## src/rtl/sdcmd_pkg.sv

```systemverilog
package sdcmd_pkg;
  typedef enum logic [2:0] {
    MD_NORMAL = 3'b000,
    MD_CKE_ON = 3'b001,
    MD_PALL   = 3'b010,
    MD_AREF   = 3'b011,
    MD_LMR    = 3'b100,
    MD_SELF   = 3'b101,
    MD_PDOWN  = 3'b110,
    MD_RSVD   = 3'b111
  } sdcmd_mode_e;

  // {ras_n, cas_n, we_n}
  localparam logic [2:0] STRB_NOP  = 3'b111;
  localparam logic [2:0] STRB_PALL = 3'b010;
  localparam logic [2:0] STRB_AREF = 3'b001;
  localparam logic [2:0] STRB_LMR  = 3'b000;
  localparam int         PALL_ABIT = 10;
endpackage

```

## src/rtl/sdcmd_decode.sv

```systemverilog
module sdcmd_decode
  import sdcmd_pkg::*;
#(
  parameter int NDEV = 2,
  parameter int AW   = 13,
  parameter int TW   = 4,
  parameter int CW   = 4,
  localparam int LW  = TW + 1
) (
  input  logic [2:0]      mode,
  input  logic [NDEV-1:0] tgt,
  input  logic [CW-1:0]   nref,
  input  logic [AW-1:0]   mrv,
  input  logic [TW-1:0]   tmrd0,
  input  logic [TW-1:0]   tmrd1,
  input  logic [TW-1:0]   trc,
  input  logic [TW-1:0]   trp,
  output logic            valid,
  output logic            on_bus,
  output logic [2:0]      strb,
  output logic [AW-1:0]   addr,
  output logic [LW-1:0]   len,
  output logic [CW-1:0]   reps,
  output logic            cke_set,
  output logic            cke_clr
);
  sdcmd_mode_e m;
  logic [TW-1:0] tmrd_sel;

  assign m = sdcmd_mode_e'(mode);
  // device 0 timing governs unless device 1 alone is targeted
  assign tmrd_sel = (tgt == NDEV'(2)) ? tmrd1 : tmrd0;

  always_comb begin
    valid   = (tgt != '0);
    on_bus  = 1'b0;
    strb    = STRB_NOP;
    addr    = '0;
    len     = LW'(1);
    reps    = '0;
    cke_set = 1'b0;
    cke_clr = 1'b0;
    case (m)
      MD_CKE_ON: cke_set = 1'b1;
      MD_PALL: begin
        on_bus = 1'b1;
        strb   = STRB_PALL;
        addr[PALL_ABIT] = 1'b1;
        len    = LW'(trp) + LW'(1);
      end
      MD_AREF: begin
        on_bus = 1'b1;
        strb   = STRB_AREF;
        len    = LW'(trc) + LW'(1);
        reps   = nref;
        if (nref == '1) valid = 1'b0;
      end
      MD_LMR: begin
        on_bus = 1'b1;
        strb   = STRB_LMR;
        addr   = mrv;
        len    = LW'(tmrd_sel) + LW'(1);
      end
      MD_SELF: begin
        on_bus  = 1'b1;
        strb    = STRB_AREF;
        cke_clr = 1'b1;
      end
      MD_PDOWN: cke_clr = 1'b1;
      default: valid = 1'b0;
    endcase
  end
endmodule

```

## src/rtl/sdcmd_timer.sv

```systemverilog
module sdcmd_timer #(
  parameter int LW = 5,
  parameter int CW = 4
) (
  input  logic          clk,
  input  logic          rst,
  input  logic          start,
  input  logic [LW-1:0] len,
  input  logic [CW-1:0] reps,
  output logic          busy,
  output logic          reissue
);
  logic [LW-1:0] cnt, len_q;
  logic [CW-1:0] rep;

  always_ff @(posedge clk) begin
    if (rst) begin
      busy  <= 1'b0;
      cnt   <= '0;
      len_q <= '0;
      rep   <= '0;
    end else if (start) begin
      busy  <= 1'b1;
      cnt   <= len - LW'(1);
      len_q <= len;
      rep   <= reps;
    end else if (busy) begin
      if (cnt == '0) begin
        if (rep == '0) begin
          busy <= 1'b0;
        end else begin
          rep <= rep - CW'(1);
          cnt <= len_q - LW'(1);
        end
      end else begin
        cnt <= cnt - LW'(1);
      end
    end
  end

  assign reissue = busy && (cnt == '0) && (rep != '0);

  AST_REP_BOUND: assert property (@(posedge clk) disable iff (rst)
    busy |-> (rep != '1));
endmodule

```

## src/rtl/sdram_cmd_seq.sv

```systemverilog
module sdram_cmd_seq
  import sdcmd_pkg::*;
#(
  parameter int NDEV = 2,
  parameter int AW   = 13,
  parameter int TW   = 4,
  parameter int CW   = 4,
  localparam int LW  = TW + 1
) (
  input  logic            clk,
  input  logic            rst,
  input  logic            wr_en,
  input  logic [2:0]      wr_mode,
  input  logic [NDEV-1:0] wr_tgt,
  input  logic [CW-1:0]   wr_nref,
  input  logic [AW-1:0]   wr_mrv,
  input  logic [TW-1:0]   tmrd_dev0,
  input  logic [TW-1:0]   tmrd_dev1,
  input  logic [TW-1:0]   t_rc,
  input  logic [TW-1:0]   t_rp,
  output logic [NDEV-1:0] sd_cs_n,
  output logic            sd_ras_n,
  output logic            sd_cas_n,
  output logic            sd_we_n,
  output logic [AW-1:0]   sd_addr,
  output logic [NDEV-1:0] sd_cke,
  output logic            busy,
  output logic            cmd_err
);
  logic            d_valid, d_bus, d_set, d_clr, go, reissue;
  logic [2:0]      d_strb;
  logic [AW-1:0]   d_addr;
  logic [LW-1:0]   d_len;
  logic [CW-1:0]   d_reps;
  logic [NDEV-1:0] held_cs_n;

  sdcmd_decode #(.NDEV(NDEV), .AW(AW), .TW(TW), .CW(CW)) u_dec (
    .mode(wr_mode), .tgt(wr_tgt), .nref(wr_nref), .mrv(wr_mrv),
    .tmrd0(tmrd_dev0), .tmrd1(tmrd_dev1), .trc(t_rc), .trp(t_rp),
    .valid(d_valid), .on_bus(d_bus), .strb(d_strb), .addr(d_addr),
    .len(d_len), .reps(d_reps), .cke_set(d_set), .cke_clr(d_clr)
  );

  assign go = wr_en && !busy && d_valid;

  sdcmd_timer #(.LW(LW), .CW(CW)) u_tmr (
    .clk(clk), .rst(rst), .start(go), .len(d_len), .reps(d_reps),
    .busy(busy), .reissue(reissue)
  );

  always_ff @(posedge clk) begin
    if (rst) begin
      sd_cs_n   <= '1;
      {sd_ras_n, sd_cas_n, sd_we_n} <= STRB_NOP;
      sd_addr   <= '0;
      held_cs_n <= '1;
      cmd_err   <= 1'b0;
    end else begin
      sd_cs_n <= '1;
      {sd_ras_n, sd_cas_n, sd_we_n} <= STRB_NOP;
      sd_addr <= '0;
      if (go) begin
        held_cs_n <= ~wr_tgt;
        if (d_bus) begin
          sd_cs_n <= ~wr_tgt;
          {sd_ras_n, sd_cas_n, sd_we_n} <= d_strb;
          sd_addr <= d_addr;
        end
      end else if (reissue) begin
        sd_cs_n <= held_cs_n;
        {sd_ras_n, sd_cas_n, sd_we_n} <= STRB_AREF;
      end
      if (wr_en && busy) cmd_err <= 1'b1;
    end
  end

  for (genvar d = 0; d < NDEV; d++) begin : g_cke
    always_ff @(posedge clk) begin
      if (rst) sd_cke[d] <= 1'b0;
      else if (go && wr_tgt[d]) begin
        if (d_set)      sd_cke[d] <= 1'b1;
        else if (d_clr) sd_cke[d] <= 1'b0;
      end
    end
  end

  AST_IDLE_NOP: assert property (@(posedge clk) disable iff (rst)
    !busy |-> (sd_cs_n == '1));
  AST_ERR_STICKY: assert property (@(posedge clk) disable iff (rst)
    cmd_err |=> cmd_err);
  AST_DROP_FLAG: assert property (@(posedge clk) disable iff (rst)
    (wr_en && busy) |=> cmd_err);
  AST_LMR_ADDR: assert property (@(posedge clk) disable iff (rst)
    ((sd_cs_n != '1) && {sd_ras_n, sd_cas_n, sd_we_n} == STRB_LMR)
      |-> (sd_addr == $past(wr_mrv)));
endmodule

```

## config.mk

```make
export PLATFORM = sky130hd
export DESIGN_NAME = sdram_cmd_seq
export DESIGN_NICKNAME = d
export VERILOG_FILES = /design/src/rtl/sdcmd_pkg.sv /design/src/rtl/sdcmd_decode.sv /design/src/rtl/sdcmd_timer.sv /design/src/rtl/sdram_cmd_seq.sv
export SDC_FILE = /design/constraint.sdc
export NUM_CORES = 1
export LEC_CHECK = 0
export CAP_MARGIN = 5
export CORE_MARGIN = 2
export CORE_UTILIZATION = 46
export CTS_CLUSTER_SIZE = 10
export DETAILED_ROUTE_END_ITERATION = 10
export PLACE_DENSITY_LB_ADDON = 0.1
export SETUP_SLACK_MARGIN = 0.05
export SYNTH_ARGS = -nofsm -noshare
export SYNTH_HDL_FRONTEND = slang
export SYNTH_SLANG_ARGS = --single-unit
export TNS_END_PERCENT = 100
```

## constraint.sdc

```tcl
create_clock -name clk -period 3.4 [get_ports clk]
set_input_delay 0.34 -clock clk [delete_from_list [all_inputs] [get_ports clk]]
set_output_delay 0.34 -clock clk [all_outputs]
set_load 0.02 [all_outputs]
```

== After elaboration in Yosys (flattened, before gate mapping) ==
Index checks and enable logic that the tools add are counted.

* Add/sub/neg operators: 7
* Multipliers: 0
* Div/mod/pow operators: 0
* $lt $le $gt $ge: 0
* Equality and inequality tests: 10
* Shift operators: 0
* Mux-type cells: 32
* Bitwise logic cells: 4
* Reduce and logical (&&, ||, !) cells: 25

{| class="wikitable"
|+ Operators with widths
! cell !! count
|-
| two-way mux 4 bit || 6
|-
| two-way mux 5 bit || 4
|-
| adder 4 x 1 -> 5 bit (second input constant) || 3
|-
| two-way mux 1 bit || 15
|-
| one-hot mux 5 bit (3 select lines) || 1
|-
| subtractor 5 x 1 -> 5 bit (second input constant) || 3
|-
| == test 3 bit (second input constant) || 3
|-
| one-hot mux 3 bit (3 select lines) || 1
|-
| nonzero test 2 bit || 4
|-
| OR reduction 4 bit || 2
|-
| logical AND 1 bit || 7
|-
| == test 3 x 2 -> 1 bit (second input constant) || 2
|-
| two-way mux 2 bit || 3
|-
| AND reduction 2 bit || 3
|-
| logical NOT 5 bit || 1
|-
| OR reduction 5 bit || 1
|-
| == test 4 bit (second input constant) || 1
|-
| logical NOT 4 bit || 1
|-
| one-hot mux 1 bit (2 select lines) || 2
|-
| nonzero test 4 bit || 1
|-
| OR reduction 2 bit || 2
|-
| subtractor 4 x 1 -> 4 bit (second input constant) || 1
|-
| == test 3 x 1 -> 1 bit (second input constant) || 1
|-
| != test 3 bit (second input constant) || 1
|-
| 7 further kinds || 9
|}

* Register bits after elaboration: 38
* Latch bits: 0
* Bits in writable memories: 0
* Memory bits (read-only): 0
* Input port bits: 41
* Output and inout bits: 22
* Logic and storage cells: 92
* Memories kept: 0

== Logic depth before layout (Yosys ltp) ==
Gate-level depths: netlist (run 1).

* Depth in word-level cells: 6
* Gate-level depth with buffers: 12
* Depth with buffers taken out: 11

== Cells and area by module ==
A second synthesis (run 1) with hierarchy kept.

* Cells, all modules: 228
* Area total of the unflattened synthesis: 2080.7 µm²

{| class="wikitable"
|+ Modules (own cells, without submodules)
! module !! times used !! cells each !! area each (µm²) !! sequential area each (µm²)
|-
| sdcmd_timer || 1 || 91 || 834.6 || 300.3
|-
| sdram_cmd_seq || 1 || 66 || 744.5 || 460.4
|-
| sdcmd_decode || 1 || 71 || 501.7 || 0.0
|}

== Worst setup path after synthesis (run 1) ==
OpenSTA, ideal clock, no wires.

* Kind: input to register
* Start point: input port wr_mode[0]
* End point: register u_tmr.cnt[4]
* Setup time: 73 ps
* Arrival: 2462 ps
* Data required time: 3327 ps
* Path slack: 864 ps
* Cell stages on the path: 11
* Path buffers: 1
* Cell sequence: ha_1 buf_4 nor3_1 or4b_4 nor3_2 nand2_1 o31ai_1 ha_1 nand3_1 or4_4 o211ai_2

* Cells in the longest elaborated chain, start to end: 6
* Elaborated cells between the ends (all ways): 15
* Those cells by class: add/sub (1); eq/ne (7); mux (3); reduce/logical (4)

{| class="wikitable"
|+ RTL lines
! item !! line !! RTL
|-
| from (decl) || sdram_cmd_seq.sv:13 || <nowiki>input logic [2:0] wr_mode,</nowiki>
|-
| parallel branches: the longest is 6 deep, another holds subtractor 5 x 1 -> 5 bit || -- ||
|-
| to (signal assigned) || sdcmd_timer.sv:24 || <nowiki>cnt <= len - LW'(1);</nowiki>
|-
| to (signal assigned) || sdcmd_timer.sv:33 || <nowiki>cnt <= len_q - LW'(1);</nowiki>
|-
| to (signal assigned) || sdcmd_timer.sv:36 || <nowiki>cnt <= cnt - LW'(1);</nowiki>
|-
| to (decl) || sdcmd_timer.sv:13 || <nowiki>logic [LW-1:0] cnt, len_q;</nowiki>
|}

Parallel ways; which one is timed is not known.
A chain may end at the register's enable or synchronous reset.

== Final worst setup path (run 1) ==
* Start point: input port wr_mode[1]
* End point: register u_tmr.cnt[4]

Same word-level chain as after synthesis.

==> flow_summary.ini, run 1 <==
[run_status]
status = finished clean

[yosys]
yosysTopAreaCell = dfxtp_1
netlist.area_leader.share_pct = 38.85
ys.flop_type = dfxtp_1
syn-mean-instance-area_um2 = 8.664
synth_nets = 274
ys_warn_count = 0
synth-seq-area-share_pct = 38.85
syn_inst = 226
synth_area_leaders = dfxtp_1, nor2_1, and2_1
ys_ff_latch = 38
synth-edff-count = 0
synth_cell_types = 54
synth_area_um2 = 1958
postSynth.asyncResetShare_pct = 0

[timing]
finalHoldViolCount = 0
rsz0062_at_grt = false
hold_slack_ns = 0.4689
setup_tns_ns = 0
fin_crit_ns = 2.980
finalCritPeriodShare_pct = 87.65
slew_violations = 0
relSlewSlack_pct = 71.50
fin_skew_ns = 0.005652
max_freq_ghz = 0.3355
finalSetupViolCount = 0
worst_pin_slew_ns = 0.4236

[floorplan]
die_h_um = 69.25
dieArea_um2 = 4795
initial_core_util_pct = 48.26
rows = 23
coreArea_um2 = 4058
io_pins = 63
die_w_um = 69.25

[clocking]
clkTransAtPathRegs_ns = 0.08
cts_tree = built
hold_buffers = 0
insertion_delay_ns = 0.29
clock_sinks = 38
clockBufferDepth = 2
cts_resized = 0
clock-root-buffer = clkbuf_8
cts_setup_buffers = 0
cts_buffers = 5
h-tree-depth = 2

[placement]
placement.io_buffers = 62
hpwl_mm = 3.561
post-place-cells = 337
gp_routability_congestion = 0.8374

[worst_setup_path]
crit_family = simple AND/OR/NAND/NOR gates
max_stage_delay_ns = 0.52
critPathMaxFanout = 7
r2r-start = u_tmr.busy
worstPathCellList = clkdlybuf4s50_1, ha_1, mux2i_1, o221ai_2, ha_1, nor4b_1, mux2i_1, nand3_1, or4_4, o211ai_2
rrSetupSlack_ns = 1.03
criticalPathCategory = in -> reg
cp_data_required_time_ns = 3.62
endpoint_kind = flop
path_buf_inv = 1
cp.arrival_ns = 3.20
r2r-end = u_tmr.cnt[4]
startpoint_type = primary input
rr_worst_depth = 8
slowest_stage = clkdlybuf4s50_1

[flow_run]
cap_violations = 0

[global_route]
grtUsageTotal_pct = 20.64
overflow = 0
grt_max_degree = 17
grt_pass1_wl_mm = 8.148
grt_pass1_vias = 1759
antenna_found_initial = 0

[power]
ir_drop_uv = 359.6
power_density_nw_per_um2 = 446.0
p_leak_nw = 1.116

[route]
drtIter0Drc = 78
finalWirelength_mm = 4.794
route.detailed.drc = 0
wl_per_cell_um = 13.90
firstDrtPassIters = 4
vias_per_cell = 5.357
ant_nets = 0
vias = 1848

[cells_and_area]
final_cell_count_no_fill = 345
diodes = 0
drive_gt1_share_pct = 10.51
fillers = 335
synthToLayoutAreaGrowth_pct = 42.17
fin_nets = 342

[hold_path]
hold_depth = 2
hp-class = reg -> reg
worstHoldEndpoint = u_tmr.len_q[2]
hold_start = u_tmr.len_q[2]
[sequential cells by signal (all words and copies together) (netlist names)]
signal       count
sd_addr         13
u_tmr.cnt        5
u_tmr.len_q      5
u_tmr.rep        4
held_cs_n        2
sd_cke           2
sd_cs_n          2
cmd_err          1
sd_cas_n         1
sd_ras_n         1
sd_we_n          1
u_tmr.busy       1
[layout make-up]
class                      instances  area [um2]  share of cell area [%]
timing repair buffer              70       680.7                   24.45
inverter                          12       45.04                   1.618
multi-input combinational        167        1097                   39.42
tap                               50       62.56                   2.247
sequential                        38       760.7                   27.33
clock inverter                     3       68.82                   2.472
clock buffer                       5       68.82                   2.472
[stage by stage]
stage | power [mW] | instance area [um2] | util [%] | worst slack (ns)
final | 1.242 | 2784 | 68.61 | 0.4197
after global routing | 1.306 | 2784 | 68.61 | 0.2889
after CTS | 1.252 | 2784 | 68.61 | 0.4586
after detailed placement | 0.7866 | 2646 | 65.22 | 0.1525
after global placement | 0.7843 | 2646 | 65.22 | 0.2316
after floorplan | 0.6817 | 1958 | - | 0.8642
[how the worst max path moves through the flow]
stage	start	to	slack [ns]	depth (start not counted)
after floorplan	wr_mode[0]	u_tmr.cnt[4]	0.86	11
after global placement	wr_mode[0]	u_tmr.cnt[4]	0.23	10
after detailed placement	wr_mode[0]	u_tmr.cnt[4]	0.15	10
after CTS	wr_mode[0]	u_tmr.cnt[4]	0.46	10
after global routing	wr_mode[1]	u_tmr.cnt[4]	0.29	11
final	wr_mode[1]	u_tmr.cnt[4]	0.42	10
[cells by family after synthesis]
kind of cell	after synthesis	synth area share, %
compound gates	49	18.21
mux	8	4.090
buf+inv	21	5.112
simple gates	100	27.92
flops	38	38.85
xor+xnor	3	1.342
fa+ha+maj	7	4.473
[worst reg2reg max path: cells and delay by family (launching register included)]
kind	cells	cell delay, ns
and+or+nand+nor	5	1.48
DFF	1	0.37
AOI/OAI and AO/OA	2	0.25
adders and majority gates	1	0.20
[metal layers]
layer	track usage, %	part of all wire, %	vias to the layer above
met5	0	0	-
met4	4.357	0.48	0
met3	6.105	6.1	5
met2	33.76	46	57
met1	27.11	47	843
li1	-	-	943
[where the power goes]
| part | switching [mW] | internal [mW] |
|---|---|---|
| clock | 0.167 | 0.294 |
| sequential | 0.0243 | 0.469 |
| combinational | 0.145 | 0.143 |
[layout by cell type (no fill, tap or decap), types with 2 or more instances in the layout]
| cell | count |
|---|---|
| a211o_1 | 2 |
| a211oi_1 | 2 |
| a21o_1 | 3 |
| a21oi_1 | 15 |
| a32o_1 | 2 |
| and2_1 | 14 |
| buf_4 | 8 |
| bufinv_16 | 2 |
| clkbuf_8 | 5 |
| clkdlybuf4s50_1 | 62 |
| dfxtp_1 | 38 |
| ha_1 | 7 |
| inv_1 | 12 |
| mux2i_1 | 8 |
| nand2_1 | 15 |
| nand2b_1 | 5 |
| nand3_1 | 8 |
| nand3b_1 | 2 |
| nor2_1 | 25 |
| nor3_1 | 6 |
| nor3b_1 | 5 |
| nor4_1 | 3 |
| o21ai_0 | 7 |
| o221ai_2 | 2 |
| o22ai_1 | 3 |
| or3_1 | 4 |
| xor2_1 | 2 |
[Yosys cell counts (2+ instances only)]
| master | n |
|---|---|
| a21oi_1 | 15 |
| a211oi_1 | 2 |
| o22ai_1 | 3 |
| dfxtp_1 | 38 |
| and2_1 | 14 |
| nor4_1 | 3 |
| nand3_1 | 8 |
| nand2b_1 | 5 |
| nor3_1 | 6 |
| nand3b_1 | 2 |
| nand2_1 | 15 |
| o221ai_2 | 2 |
| ha_1 | 7 |
| a211o_1 | 2 |
| o21ai_0 | 7 |
| buf_2 | 2 |
| nor3b_1 | 5 |
| mux2i_1 | 8 |
| nor2_1 | 25 |
| or3_1 | 4 |
| xor2_1 | 2 |
| a21o_1 | 3 |
| inv_1 | 12 |
| a32o_1 | 2 |
| clkbuf_1 | 5 |
(Power assumes the default switching activity.)
==> inputs of run 2 (changes only) <==
--- a/config.mk
+++ b/config.mk
@@ -11,6 +11,7 @@
 export CTS_CLUSTER_SIZE = 10
 export DETAILED_ROUTE_END_ITERATION = 10
 export PLACE_DENSITY_LB_ADDON = 0.1
+export REMOVE_ABC_BUFFERS = 1
 export SETUP_SLACK_MARGIN = 0.05
 export SYNTH_ARGS = -nofsm -noshare
 export SYNTH_HDL_FRONTEND = slang
==> flow_summary.ini, run 2 (synthesis gave the netlist of run 1 again) <==
[run_status]
status = finished clean

[timing]
relSlewSlack_pct = 70.42
slew_violations = 0
rsz0062_at_grt = false
setup_tns_ns = 0
fin_ws_ns = 0.3860
hold_slack_ns = 0.4656
fin_crit_ns = 3.014
finalCritPeriodShare_pct = 88.65
finalSetupViolCount = 0
finalHoldViolCount = 0
worst_pin_slew_ns = 0.4437
fin_skew_ns = 0.004269
max_freq_ghz = 0.3318

[hold_path]
hp-class = reg -> reg
worstHoldEndpoint = u_tmr.len_q[3]
hold_depth = 2
hold_start = u_tmr.len_q[3]

[placement]
placement.io_buffers = 62
dp_worst_setup_slack_ns = 0.1622
gp_routability_congestion = 0.8484
hpwl_mm = 3.781

[worst_setup_path]
path_buf_inv = 1
criticalPathCategory = in -> reg
cp_common_cell = ha_1
startpoint = wr_mode[0]
r2r-start = u_tmr.busy
slowest_stage = or4b_4
cp.arrival_ns = 3.24
cp_data_required_time_ns = 3.62
critPathMaxFanout = 7
worstPathCellList = clkdlybuf4s50_1, ha_1, nor3_1, or4b_4, nor3_2, nand2_1, o31ai_1, ha_1, nand3_1, or4_4, o211ai_2
crit_family = simple AND/OR/NAND/NOR gates
startpoint_type = primary input
rr_worst_depth = 8
endpoint_kind = flop
max_stage_delay_ns = 0.54
rrSetupSlack_ns = 1.00
r2r-end = u_tmr.cnt[4]

[global_route]
grtUsageTotal_pct = 21.74
grt_pass1_vias = 1745
antenna_found_initial = 0
overflow = 0
grt_max_degree = 18
grt_pass1_wl_mm = 8.411

[clocking]
insertion_delay_ns = 0.29
cts_tree = built
clkTransAtPathRegs_ns = 0.07
clock_sinks = 38
cts_buffers = 5
clock-root-buffer = clkbuf_8
hold_buffers = 0
clockBufferDepth = 2
cts_setup_buffers = 0
h-tree-depth = 2
cts_resized = 0

[flow_run]
cap_violations = 0

[floorplan]
io_pins = 63
initial_core_util_pct = 48.26
die_w_um = 69.25
coreArea_um2 = 4058
die_h_um = 69.25
dieArea_um2 = 4795
rows = 23

[route]
drtIter0Drc = 90
firstDrtPassIters = 4
route.detailed.drc = 0
vias_per_cell = 5.401
ant_nets = 0
vias = 1858
finalWirelength_mm = 4.915
wl_per_cell_um = 14.29

[cells_and_area]
fin_util_pct = 67.99
final_cell_mix = clkdlybuf4s50_1, dfxtp_1, nor2_1
fillers = 339
largest_register_ffs = 13
fin_nets = 342
drive_gt1_share_pct = 10.20
largest_register = sd_addr
synthToLayoutAreaGrowth_pct = 40.89
largestRegisters = sd_addr: 13 flops, u_tmr.cnt: 5 flops, u_tmr.len_q: 5 flops
diodes = 0
layout_commonest_cell = clkdlybuf4s50_1

[power]
p_leak_nw = 1.104
power_density_nw_per_um2 = 425.0
ir_drop_uv = 225.2
p_total_mw = 1.173
## run 2: where the power goes
group          switching, mW  internal (mW)
sequential            0.0250          0.469
clock                  0.151          0.234
combinational          0.149          0.144
## run 2: per-layer routing
metal	routed length, um	track usage [%]	part of all wire (%)
met5	0	0	0
met2	2322	34.83	47
met3	281	5.959	5.7
met1	2219	27.86	45
met4	91	8.279	1.9
## run 2: worst max-delay path by stage
| stage | to | slack, ns | depth (start not counted) |
|---|---|---|---|
| floorplan | u_tmr.cnt[4] | 0.78 | 10 |
| finish | u_tmr.cnt[4] | 0.39 | 11 |
| detailed placement | u_tmr.cnt[4] | 0.16 | 11 |
| global placement | u_tmr.cnt[4] | 0.28 | 12 |
| CTS | u_tmr.cnt[4] | 0.46 | 11 |
| global route | u_tmr.cnt[4] | 0.21 | 10 |
## run 2: cell type report
class | instances | area (um2) | share of cell area, %
clock buffer | 6 | 82.58 | 2.993
inverter | 12 | 45.04 | 1.633
timing repair buffer | 70 | 680.7 | 24.67
tap | 50 | 62.56 | 2.268
multi-input combinational | 167 | 1097 | 39.77
sequential | 38 | 760.7 | 27.57
clock inverter | 1 | 30.03 | 1.088
## run 2: through the flow
step,cell area (um2),std cells
after floorplan,1903,217
after global placement,2639,336
final,2759,344
after CTS,2751,343
after global routing,2759,344
after detailed placement,2639,336
## run 2: worst reg2reg max path, cell delays in order, from the launching register on
cell	delay, ns
dfxtp_1	0.38
or4b_4	0.60
nor3_2	0.18
nand2_1	0.09
o31ai_1	0.11
ha_1	0.26
nand3_1	0.13
or4_4	0.51
o211ai_2	0.08
